### src/rtl/smbus_pec_pkg.sv
package smbus_pec_pkg;

    localparam int        CMD_LEN_W = 4;
    localparam logic [7:0] CRC_POLY = 8'h07;

    typedef enum logic [2:0] {
        ST_IDLE,
        ST_ADDR,
        ST_CMD,
        ST_DATA,
        ST_PEC,
        ST_DROP,
        ST_ISSUE,
        ST_WAIT
    } gate_state_e;

    typedef struct packed {
        logic                 begin_f;
        logic                 end_f;
        logic                 pec_f;
        logic [CMD_LEN_W-1:0] len;
    } cmd_fields_t;

    typedef struct packed {
        gate_state_e          state;
        logic [CMD_LEN_W-1:0] cnt;
        logic [7:0]           addr;
        logic [7:0]           code;
        logic                 ack_n;
        logic                 pec_ok;
        logic                 pec_err;
        logic                 cmd_valid;
        logic                 resp_valid;
        logic                 resp_nack;
        logic                 resp_end;
    } gate_regs_t;

    // Split a command byte into its flag and length fields.
    function automatic cmd_fields_t decode_cmd(input logic [7:0] b);
        cmd_fields_t f;
        f.begin_f = b[7];
        f.end_f   = b[6];
        f.pec_f   = b[5];
        f.len     = b[3:0];
        return f;
    endfunction

    // One byte of CRC-8 (poly 0x07), MSB first.
    function automatic logic [7:0] crc8_step(input logic [7:0] crc_in, input logic [7:0] b);
        logic [7:0] c;
        c = crc_in ^ b;
        for (int i = 0; i < 8; i++) begin
            c = c[7] ? ((c << 1) ^ CRC_POLY) : (c << 1);
        end
        return c;
    endfunction

endpackage

### src/rtl/smbus_pec_crc8.sv
module smbus_pec_crc8
    import smbus_pec_pkg::*;
(
    input  logic       clk,
    input  logic       rst_n,
    input  logic       clr_i,
    input  logic       upd_i,
    input  logic [7:0] data_i,
    output logic [7:0] crc_o
);

    typedef struct packed {
        logic [7:0] crc;
    } crc_regs_t;

    crc_regs_t r_d, r_q;

    always_comb begin
        r_d = r_q;
        if (clr_i) begin
            r_d.crc = 8'h00;
        end else if (upd_i) begin
            r_d.crc = crc8_step(r_q.crc, data_i);
        end
    end

    always_ff @(posedge clk) begin
        if (!rst_n) begin
            r_q <= '0;
        end else begin
            r_q <= r_d;
        end
    end

    assign crc_o = r_q.crc;

endmodule

### src/rtl/smbus_pec_cmd_buf.sv
module smbus_pec_cmd_buf #(
    parameter int MAX_LEN = 8,
    parameter int IDX_W   = (MAX_LEN > 1) ? $clog2(MAX_LEN) : 1
) (
    input  logic                 clk,
    input  logic                 rst_n,
    input  logic                 clr_i,
    input  logic                 wr_i,
    input  logic [IDX_W-1:0]     idx_i,
    input  logic [7:0]           data_i,
    output logic [MAX_LEN*8-1:0] data_o
);

    for (genvar g = 0; g < MAX_LEN; g++) begin : g_slot
        logic [7:0] slot_d, slot_q;

        always_comb begin
            slot_d = slot_q;
            if (clr_i) begin
                slot_d = 8'h00;
            end else if (wr_i && (idx_i == IDX_W'(g))) begin
                slot_d = data_i;
            end
        end

        always_ff @(posedge clk) begin
            if (!rst_n) begin
                slot_q <= 8'h00;
            end else begin
                slot_q <= slot_d;
            end
        end

        assign data_o[g*8 +: 8] = slot_q;
    end

endmodule

### src/rtl/smbus_pec_seq_track.sv
module smbus_pec_seq_track (
    input  logic clk,
    input  logic rst_n,
    input  logic accept_i,
    input  logic begin_i,
    input  logic pec_en_i,
    input  logic fail_i,
    input  logic close_i,
    output logic open_o,
    output logic pec_o,
    output logic err_o
);

    typedef struct packed {
        logic open;
        logic pec;
        logic err;
    } seq_regs_t;

    seq_regs_t r_d, r_q;

    always_comb begin
        r_d = r_q;
        if (accept_i && (begin_i || !r_q.open)) begin
            r_d.open = 1'b1;
            r_d.pec  = pec_en_i;
            r_d.err  = 1'b0;
        end
        if (fail_i) begin
            r_d.err = 1'b1;
        end
        if (close_i) begin
            r_d.open = 1'b0;
        end
    end

    always_ff @(posedge clk) begin
        if (!rst_n) begin
            r_q <= '0;
        end else begin
            r_q <= r_d;
        end
    end

    assign open_o = r_q.open;
    assign pec_o  = r_q.pec;
    assign err_o  = r_q.err;

endmodule

### src/rtl/smbus_pec_gate.sv
module smbus_pec_gate
    import smbus_pec_pkg::*;
#(
    parameter int MAX_LEN = 8
) (
    input  logic                 clk,
    input  logic                 rst_n,
    input  logic                 start_i,
    input  logic                 byte_valid_i,
    input  logic [7:0]           byte_i,
    output logic                 ack_n_o,
    output logic                 pec_ok_o,
    output logic                 pec_err_o,
    output logic                 cmd_valid_o,
    input  logic                 cmd_ready_i,
    output logic [7:0]           cmd_addr_o,
    output logic [7:0]           cmd_code_o,
    output logic [3:0]           cmd_len_o,
    output logic [MAX_LEN*8-1:0] cmd_data_o,
    input  logic                 int_done_i,
    input  logic                 int_err_i,
    output logic                 resp_valid_o,
    output logic                 resp_nack_o,
    output logic                 resp_end_o
);

    localparam int IDX_W = (MAX_LEN > 1) ? $clog2(MAX_LEN) : 1;

    gate_regs_t r_d, r_q;

    logic        crc_clr, crc_upd;
    logic [7:0]  crc_val;
    logic        buf_clr, buf_wr;
    logic        seq_accept, seq_fail, seq_close;
    logic        seq_open, seq_pec, seq_err;
    cmd_fields_t fields;
    logic [CMD_LEN_W-1:0] next_cnt;

    smbus_pec_crc8 u_crc (
        .clk    (clk),
        .rst_n  (rst_n),
        .clr_i  (crc_clr),
        .upd_i  (crc_upd),
        .data_i (byte_i),
        .crc_o  (crc_val)
    );

    smbus_pec_cmd_buf #(
        .MAX_LEN (MAX_LEN),
        .IDX_W   (IDX_W)
    ) u_buf (
        .clk    (clk),
        .rst_n  (rst_n),
        .clr_i  (buf_clr),
        .wr_i   (buf_wr),
        .idx_i  (r_q.cnt[IDX_W-1:0]),
        .data_i (byte_i),
        .data_o (cmd_data_o)
    );

    smbus_pec_seq_track u_seq (
        .clk      (clk),
        .rst_n    (rst_n),
        .accept_i (seq_accept),
        .begin_i  (fields.begin_f),
        .pec_en_i (fields.pec_f),
        .fail_i   (seq_fail),
        .close_i  (seq_close),
        .open_o   (seq_open),
        .pec_o    (seq_pec),
        .err_o    (seq_err)
    );

    assign fields   = decode_cmd(byte_i);
    assign next_cnt = r_q.cnt + 4'd1;

    always_comb begin
        r_d            = r_q;
        r_d.pec_ok     = 1'b0;
        r_d.pec_err    = 1'b0;
        r_d.resp_valid = 1'b0;
        crc_clr        = 1'b0;
        crc_upd        = 1'b0;
        buf_clr        = 1'b0;
        buf_wr         = 1'b0;
        seq_accept     = 1'b0;
        seq_fail       = 1'b0;
        seq_close      = 1'b0;

        unique case (r_q.state)
            ST_IDLE: begin
                if (start_i) begin
                    r_d.state = ST_ADDR;
                    crc_clr   = 1'b1;
                    buf_clr   = 1'b1;
                end else if (byte_valid_i) begin
                    r_d.ack_n = 1'b1;
                end
            end

            ST_ISSUE: begin
                if (byte_valid_i) begin
                    r_d.ack_n = 1'b1;
                end
                if (cmd_ready_i) begin
                    r_d.state = ST_WAIT;
                end
            end

            ST_WAIT: begin
                if (byte_valid_i) begin
                    r_d.ack_n = 1'b1;
                end
                if (int_done_i) begin
                    r_d.state      = ST_IDLE;
                    r_d.resp_valid = 1'b1;
                    r_d.resp_nack  = int_err_i;
                    r_d.resp_end   = int_err_i | r_q.code[6];
                    seq_close      = int_err_i | r_q.code[6];
                end
            end

            default: begin
                if (start_i) begin
                    r_d.state = ST_ADDR;
                    crc_clr   = 1'b1;
                    buf_clr   = 1'b1;
                end else if (byte_valid_i) begin
                    unique case (r_q.state)
                        ST_ADDR: begin
                            r_d.ack_n = 1'b0;
                            r_d.addr  = byte_i;
                            crc_upd   = 1'b1;
                            r_d.state = ST_CMD;
                        end

                        ST_CMD: begin
                            if (int'(fields.len) > MAX_LEN) begin
                                r_d.ack_n = 1'b1;
                                r_d.state = ST_DROP;
                            end else if (seq_err && !fields.begin_f) begin
                                r_d.ack_n = 1'b1;
                                r_d.state = ST_DROP;
                            end else if (!fields.begin_f && seq_open &&
                                         (fields.pec_f != seq_pec)) begin
                                r_d.ack_n = 1'b1;
                                r_d.state = ST_DROP;
                                seq_fail  = 1'b1;
                            end else begin
                                r_d.ack_n  = 1'b0;
                                r_d.code   = byte_i;
                                r_d.cnt    = '0;
                                crc_upd    = 1'b1;
                                seq_accept = 1'b1;
                                if (fields.len != '0) begin
                                    r_d.state = ST_DATA;
                                end else if (fields.pec_f) begin
                                    r_d.state = ST_PEC;
                                end else begin
                                    r_d.state = ST_ISSUE;
                                end
                            end
                        end

                        ST_DATA: begin
                            r_d.ack_n = 1'b0;
                            buf_wr    = 1'b1;
                            crc_upd   = 1'b1;
                            r_d.cnt   = next_cnt;
                            if (next_cnt == r_q.code[3:0]) begin
                                r_d.state = r_q.code[5] ? ST_PEC : ST_ISSUE;
                            end
                        end

                        ST_PEC: begin
                            if (byte_i == crc_val) begin
                                r_d.ack_n  = 1'b0;
                                r_d.pec_ok = 1'b1;
                                r_d.state  = ST_ISSUE;
                            end else begin
                                r_d.ack_n   = 1'b1;
                                r_d.pec_err = 1'b1;
                                r_d.state   = ST_DROP;
                                seq_fail    = 1'b1;
                            end
                        end

                        default: begin
                            r_d.ack_n = 1'b1;
                        end
                    endcase
                end
            end
        endcase

        r_d.cmd_valid = (r_d.state == ST_ISSUE);
    end

    always_ff @(posedge clk) begin
        if (!rst_n) begin
            r_q       <= '0;
            r_q.state <= ST_IDLE;
            r_q.ack_n <= 1'b1;
        end else begin
            r_q <= r_d;
        end
    end

    assign ack_n_o      = r_q.ack_n;
    assign pec_ok_o     = r_q.pec_ok;
    assign pec_err_o    = r_q.pec_err;
    assign cmd_valid_o  = r_q.cmd_valid;
    assign cmd_addr_o   = r_q.addr;
    assign cmd_code_o   = r_q.code;
    assign cmd_len_o    = r_q.code[3:0];
    assign resp_valid_o = r_q.resp_valid;
    assign resp_nack_o  = r_q.resp_nack;
    assign resp_end_o   = r_q.resp_end;

endmodule

### config.mk
export PLATFORM = sky130hd
export DESIGN_NAME = smbus_pec_gate
export DESIGN_NICKNAME = d
export VERILOG_FILES = /design/src/rtl/smbus_pec_pkg.sv /design/src/rtl/smbus_pec_crc8.sv /design/src/rtl/smbus_pec_cmd_buf.sv /design/src/rtl/smbus_pec_seq_track.sv /design/src/rtl/smbus_pec_gate.sv
export SDC_FILE = /design/constraint.sdc
export NUM_CORES = 1
export LEC_CHECK = 0
export CAP_MARGIN = 10
export CELL_PAD_IN_SITES_DETAIL_PLACEMENT = 0
export CELL_PAD_IN_SITES_GLOBAL_PLACEMENT = 1
export CORE_ASPECT_RATIO = 1.1
export CORE_MARGIN = 4
export CORE_UTILIZATION = 43
export DETAILED_ROUTE_END_ITERATION = 10
export GPL_TIMING_DRIVEN = 1
export PLACE_DENSITY = 0.95
export SKIP_CTS_REPAIR_TIMING = 1
export SLEW_MARGIN = 10
export SYNTH_ARGS = -nofsm -noshare
export SYNTH_HDL_FRONTEND = slang
export SYNTH_HIERARCHICAL = 1
export SYNTH_SLANG_ARGS = --single-unit
### constraint.sdc
create_clock -name clk -period 7.18 [get_ports clk]
set_input_delay 1.436 -clock clk [delete_from_list [all_inputs] [get_ports clk]]
set_output_delay 1.436 -clock clk [all_outputs]
set_load 0.05 [all_outputs]
* Word-level counts from Yosys, hierarchy flattened
Index checks and enable logic that the tools add are counted.
** Cells by class
- Equality and inequality tests :: 22
- Add/subtract/negate cells :: 1
- $lt $le $gt $ge :: 1
- Reduce and logical (&&, ||, !) cells :: 33
- Bitwise logic cells :: 18
- Muxes and demuxes :: 71
** Operator list (number)
- 2-to-1 mux 3 bit :: 19
- 2-to-1 mux 8 bit :: 5
- 2-to-1 mux 1 bit :: 32
- 2-to-1 mux 26 bit :: 1
- == test 3 bit (second input constant) :: 8
- NOT 3 bit :: 8
- AND reduction 7 bit :: 2
- == test 3 x 2 -> 1 bit (second input constant) :: 4
- logical AND 1 bit :: 12
- 2-to-1 mux 4 bit :: 3
- case mux 3 bit (4 select lines) :: 1
- != test 2 bit (second input constant) :: 5
- case mux 3 bit (3 select lines) :: 1
- == test 8 bit :: 1
- 2-to-1 mux 2 bit :: 4
- NOT 1 bit :: 8
- case mux 4 bit (2 select lines) :: 1
- OR reduction 2 bit :: 4
- XOR 8 bit :: 1
- OR reduction 7 bit :: 1
- == test 3 x 1 -> 1 bit (second input constant) :: 2
- zero test 3 bit :: 2
- case mux 1 bit (2 select lines) :: 3
- adder 4 x 1 -> 4 bit (second input constant) :: 1
- 14 further kinds :: 17
** Word-level totals
- Input port bits :: 15
- Output and inout bits :: 91
- Register bits :: 105
- Word-level logic and storage cells :: 169

* Logic depth before layout (Yosys ltp)
- Word-level depth :: 17
- Mapped depth :: 11
- Mapped depth without buffers :: 8

* Modules after synthesis
Netlist, hierarchy kept.
** Modules (own cells, without submodules)
- smbus_pec_cmd_buf :: times used 1, sequential area each 1281.2 sq um, cells an instance 236, area an instance 2687.6 sq um
- smbus_pec_gate :: times used 1, sequential area each 600.6 sq um, cells an instance 204, area an instance 1722.9 sq um
- smbus_pec_crc8 :: times used 1, sequential area each 160.2 sq um, cells an instance 54, area an instance 589.3 sq um
- smbus_pec_seq_track :: times used 1, sequential area each 60.1 sq um, cells an instance 11, area an instance 126.4 sq um

* Worst setup path after synthesis
OpenSTA, ideal clock, no wires.
- Path type :: in2reg
- Start :: input byte_i[0]
- End :: register u_crc.r_q (netlist bit u_crc/crc_o[1])
- Data required time :: 7.110 ns
- Slack :: 3.756 ns
- Arrival :: 3.354 ns
- Library setup time :: 0.070 ns
- Stages on the path :: 9
- Cell sequence :: or3_4 > o2bb2ai_2 > or3_1 > buf_6 > nand2_1 > clkbuf_1 > inv_1 > or3_1 > a21oi_1
** On the way
- Word-level cells in the longest chain between the ends :: 6
- Elaborated cells between the ends (all ways) :: 12
- Classes of those cells :: order compare (1); mux (8); bitwise (3)
** RTL lines
- from (decl) :: RTL line smbus_pec_gate.sv:10 : input logic [7:0] byte_i,
- > comparator 4 bit :: RTL line smbus_pec_gate.sv:138 : if (int'(fields.len) > MAX_LEN) begin
- 2-to-1 mux 1 bit :: RTL line smbus_pec_gate.sv:138
- case mux 1 bit (2 select lines) :: RTL line smbus_pec_gate.sv:129 : unique case (r_q.state)
- 2-to-1 mux 1 bit :: RTL line smbus_pec_gate.sv:128 : end else if (byte_valid_i) begin
- 2-to-1 mux 1 bit :: RTL line smbus_pec_gate.sv:124 : if (start_i) begin
- 2-to-1 mux 1 bit :: RTL line smbus_pec_gate.sv:90 : unique case (r_q.state)
- named net crc_upd :: RTL line smbus_pec_gate.sv:31 : logic crc_clr, crc_upd;
- to (signal assigned) :: RTL line smbus_pec_crc8.sv:31 : r_q <= r_d;
- to (decl) :: RTL line smbus_pec_crc8.sv:16 : crc_regs_t r_d, r_q;
The timed path passes the listed nets, and every way through them passes these cells.
A chain may end at the register's enable or synchronous reset.

* Worst setup path in the final report
- Start :: input byte_i[5]
- End :: register u_crc.r_q (netlist bit u_crc/crc_o[1])
** On the way
- Word-level cells in the longest chain between the ends :: 9
** RTL lines
- != test 1 bit :: RTL line smbus_pec_gate.sv:145 : (fields.pec_f != seq_pec)) begin
- logical AND 1 bit :: RTL line smbus_pec_gate.sv:144 : end else if (!fields.begin_f && seq_open &&
- 2-to-1 mux 1 bit :: RTL line smbus_pec_gate.sv:144
- 2-to-1 mux 1 bit :: RTL line smbus_pec_gate.sv:141 : end else if (seq_err && !fields.begin_f) begin
- 2-to-1 mux 1 bit :: RTL line smbus_pec_gate.sv:138
- case mux 1 bit (2 select lines) :: RTL line smbus_pec_gate.sv:129
- 2-to-1 mux 1 bit :: RTL line smbus_pec_gate.sv:128
- 2-to-1 mux 1 bit :: RTL line smbus_pec_gate.sv:124
- 2-to-1 mux 1 bit :: RTL line smbus_pec_gate.sv:90
- named net crc_upd :: RTL line smbus_pec_gate.sv:31
The timed path passes the listed nets, and every way through them passes these cells.

==> results.cfg <==
[run_status]
status = complete, no violations

[clock_network]
clkSinkCount = 105
clk_latency_ns = 0.35
htreeDepth = 3
cts_made_buffers = 9
root_buffer = clkbuf_16
max-clock-path-buffers = 2
cts_tree = yes
path_clk_slew_ns = 0.07

[yosys]
synth_edf_count = 0
synthArstFlopShare = 0
syn_area_um2 = 5130
synth-seq-cells = 105
synth_top_area_share = 0.410
syn_nets = 521
syn_avg_cell_area_um2 = 10.2
yosysWarnings = 6
yosysTopAreaCell = dfxtp_1
synth.yosys.seq_area_share = 0.410
yosys-top-cells-area = dfxtp_1 (41%), mux2i_1 (16%), nand3b_1 (11%)
syn_inst = 505
synth-main-ff-cell = dfxtp_1
yosysUniqueCellTypes = 61

[floorplan]
coreArea_um2 = 11600
die_w_um = 112
rows = 41
start_util = 0.442
dieHeight_um = 123
die_area_um2 = 13700
pin_count = 106

[finish]
num_antenna_cells = 0
area_growth_pct = 23.8
layout.nets = 584
postLayoutCellArea_um2 = 6350
fill_cells = 1053
layout-drive-gt1-share = 0.0541

[power]
ir_worst_vdd_mv = 0.177
total_power_mw = 1.17
power.density_nw_per_um2 = 184
leakage_nw = 2.62

[detailed_routing]
vias = 3921
drtPass1Iterations = 6
drt-vias-per-instance = 5.42
wl_um = 13000
drcViolationCount = 0
ant_nets = 0
drtIter0Drc = 198
routedWlPerCell_um = 17.9

[grt]
use_met3 = 0.0316
use_met2 = 0.340
grt_pass1_vias = 4031
grt_max_degree = 85
track_usage = 0.188
met1_usage = 0.234
busiest_layer = met2
grt-ovfl-total = 0
grt_pass1_wl_um = 21000
antenna_found_initial = 0

[worst_setup_path]
path_cells = clkdlybuf4s50_1 > xor2_1 > a21oi_1 > o2bb2ai_2 > or3_1 > nand2_1 > inv_1 > or3_1 > a21oi_1
cp.arrival_ns = 4.35
cp_slowest_cell = clkdlybuf4s50_1
critPathCapture = u_crc/crc_o[1]
criticalPathCategory = primary input to flip-flop
r2r_slack_ns = 4.18
r2r_start = r_q[28]
r2r_cells = 6
crit_path_start = byte_i[5]
cpPeakStageDelay_ns = 0.62
worstPathRequired_ns = 7.45
cp-end-kind = flip-flop
worstPathMaxFanout = 10
reg2reg_to = u_buf/g_slot[5].slot_q[6]
start_kind = primary input

[timing]
slew_headroom = 0.434
tightest_slew_ns = 0.848
layout_setup_ws_ns = 3.10
fmax_ghz = 0.245
slew_violations = 0
period_minus_slack_ns = 4.08
post-route-period-util = 0.568
tns_ns = 0
hold_violations = 0
rsz0062_at_grt = no
finalClockSkew_ns = 0.00876
setup_viol = 0

[place]
gp_congestion = 0.884
portBuffers = 105
dp_hpwl_um = 9040
postPlaceCellArea_um2 = 6060
place_ws_ns = 2.77

[flow_run]
cap_violations = 0

[hold_path]
hp-class = flip-flop to flip-flop
## worst min path at each step
stage                         startpoint                         to  slack (ns)  depth (start not counted)
3_3_place_gp               cmd_addr_o[7]              cmd_addr_o[7]        0.48                          2
2_1_floorplan              cmd_addr_o[0]              cmd_addr_o[0]        0.46                          2
4_1_cts        u_buf/g_slot[6].slot_q[7]  u_buf/g_slot[6].slot_q[7]        0.49                          2
6_report       u_buf/g_slot[2].slot_q[2]  u_buf/g_slot[2].slot_q[2]        0.50                          2
5_1_grt        u_buf/g_slot[4].slot_q[4]  u_buf/g_slot[4].slot_q[4]        0.52                          2
3_5_place_dp   u_buf/g_slot[6].slot_q[7]  u_buf/g_slot[6].slot_q[7]        0.48                          2
## layout make-up
cell class / count / area (µm²) / share of cell area
Clock inverter: 6 / 60.1 / 0.00946
Multi-Input combinational cell: 338 / 2680 / 0.422
Sequential cell: 105 / 2100 / 0.331
Clock buffer: 10 / 229 / 0.0361
Timing Repair Buffer: 107 / 1060 / 0.167
Inverter: 7 / 26.3 / 0.00414
Tap cell: 150 / 188 / 0.0296
## cells in the final DEF (no fill, tap or decap), types with 3 or more instances in the layout
cell type / count
o21ai_0: 7
nand3b_1: 72
dfxtp_1: 105
nand3_1: 4
inv_1: 5
a211oi_1: 7
xor2_1: 12
mux2i_1: 81
nand4_1: 4
nor3_1: 4
clkbuf_16: 9
a21oi_1: 12
nand4bb_1: 3
nor2_1: 36
xnor3_1: 6
and2_1: 4
clkdlybuf4s50_1: 104
nand4b_1: 3
nand2b_1: 7
nand2_1: 16
inv_6: 3
xnor2_1: 15
or3_1: 4
## report_power, final
part / total [mW] / switching (mW) / leakage (nW) / internal (mW)
Clock: 0.480 / 0.236 / 0.141 / 0.244
Sequential: 0.588 / 0.00376 / 0.846 / 0.584
Combinational: 0.0976 / 0.0554 / 1.63 / 0.0422
Total: 1.17 / 0.295 / 2.62 / 0.870
## routing by layer
layer | vias to the layer above | share of wire
met1 | 1898 | 0.43
li1 | 1900 | -
met5 | - | 0
met2 | 113 | 0.51
met3 | 10 | 0.053
met4 | 0 | 0.011
## cell families (layout without fill, tap and decap cells)
family	after synthesis	count (layout)	share of synthesized area
AO/OA/AOI/OAI	48	48	0.0669
buffers and inverters	62	130	0.0671
multiplexers	81	81	0.158
adder cells (fa/ha/maj)	2	2	0.00439
AND/OR/NAND/NOR	172	172	0.212
flip-flops	105	105	0.410
XOR/XNOR	35	35	0.0810
## per-stage QoR
step / utilization / std cells / hold slack, ns
2_1_floorplan: - / 505 / 0.462
3_3_place_gp: 0.522 / 707 / 0.478
3_5_place_dp: 0.522 / 707 / 0.482
4_1_cts: 0.547 / 723 / 0.494
5_1_grt: 0.547 / 723 / 0.523
6_report: 0.547 / 723 / 0.497
## synth_stat cells (3+ instances only)
cell	number
dfxtp_1	105
mux2i_1	81
nand3b_1	72
nor2_1	36
clkbuf_1	21
buf_4	20
nand2_1	16
xnor2_1	15
a21oi_1	12
xor2_1	12
buf_2	11
a211oi_1	7
nand2b_1	7
o21ai_0	7
xnor3_1	6
inv_1	5
and2_1	4
nand3_1	4
nand4_1	4
nor3_1	4
or3_1	4
buf_6	3
nand4b_1	3
nand4bb_1	3
## sequential cells by signal, summed over array words and instances, names as in the netlist
signal               count
pec_err_o                1
ack_n_o                  1
u_buf/g_slot.slot_q     64
resp_nack_o              1
u_seq/open_o             1
r_q                      7
pec_ok_o                 1
cmd_code_o               8
resp_end_o               1
u_crc/crc_o              8
cmd_valid_o              1
u_seq/err_o              1
resp_valid_o             1
u_seq/pec_o              1
cmd_addr_o               8
## worst max-delay path, delay by kind of cell
kind,cells,cell delay (ns)
xor+xnor,1,0.28
buf+inv,2,0.81
simple gates,3,1.30
compound gates,3,0.52
No activity file was read; power rests on OpenSTA's default activity.
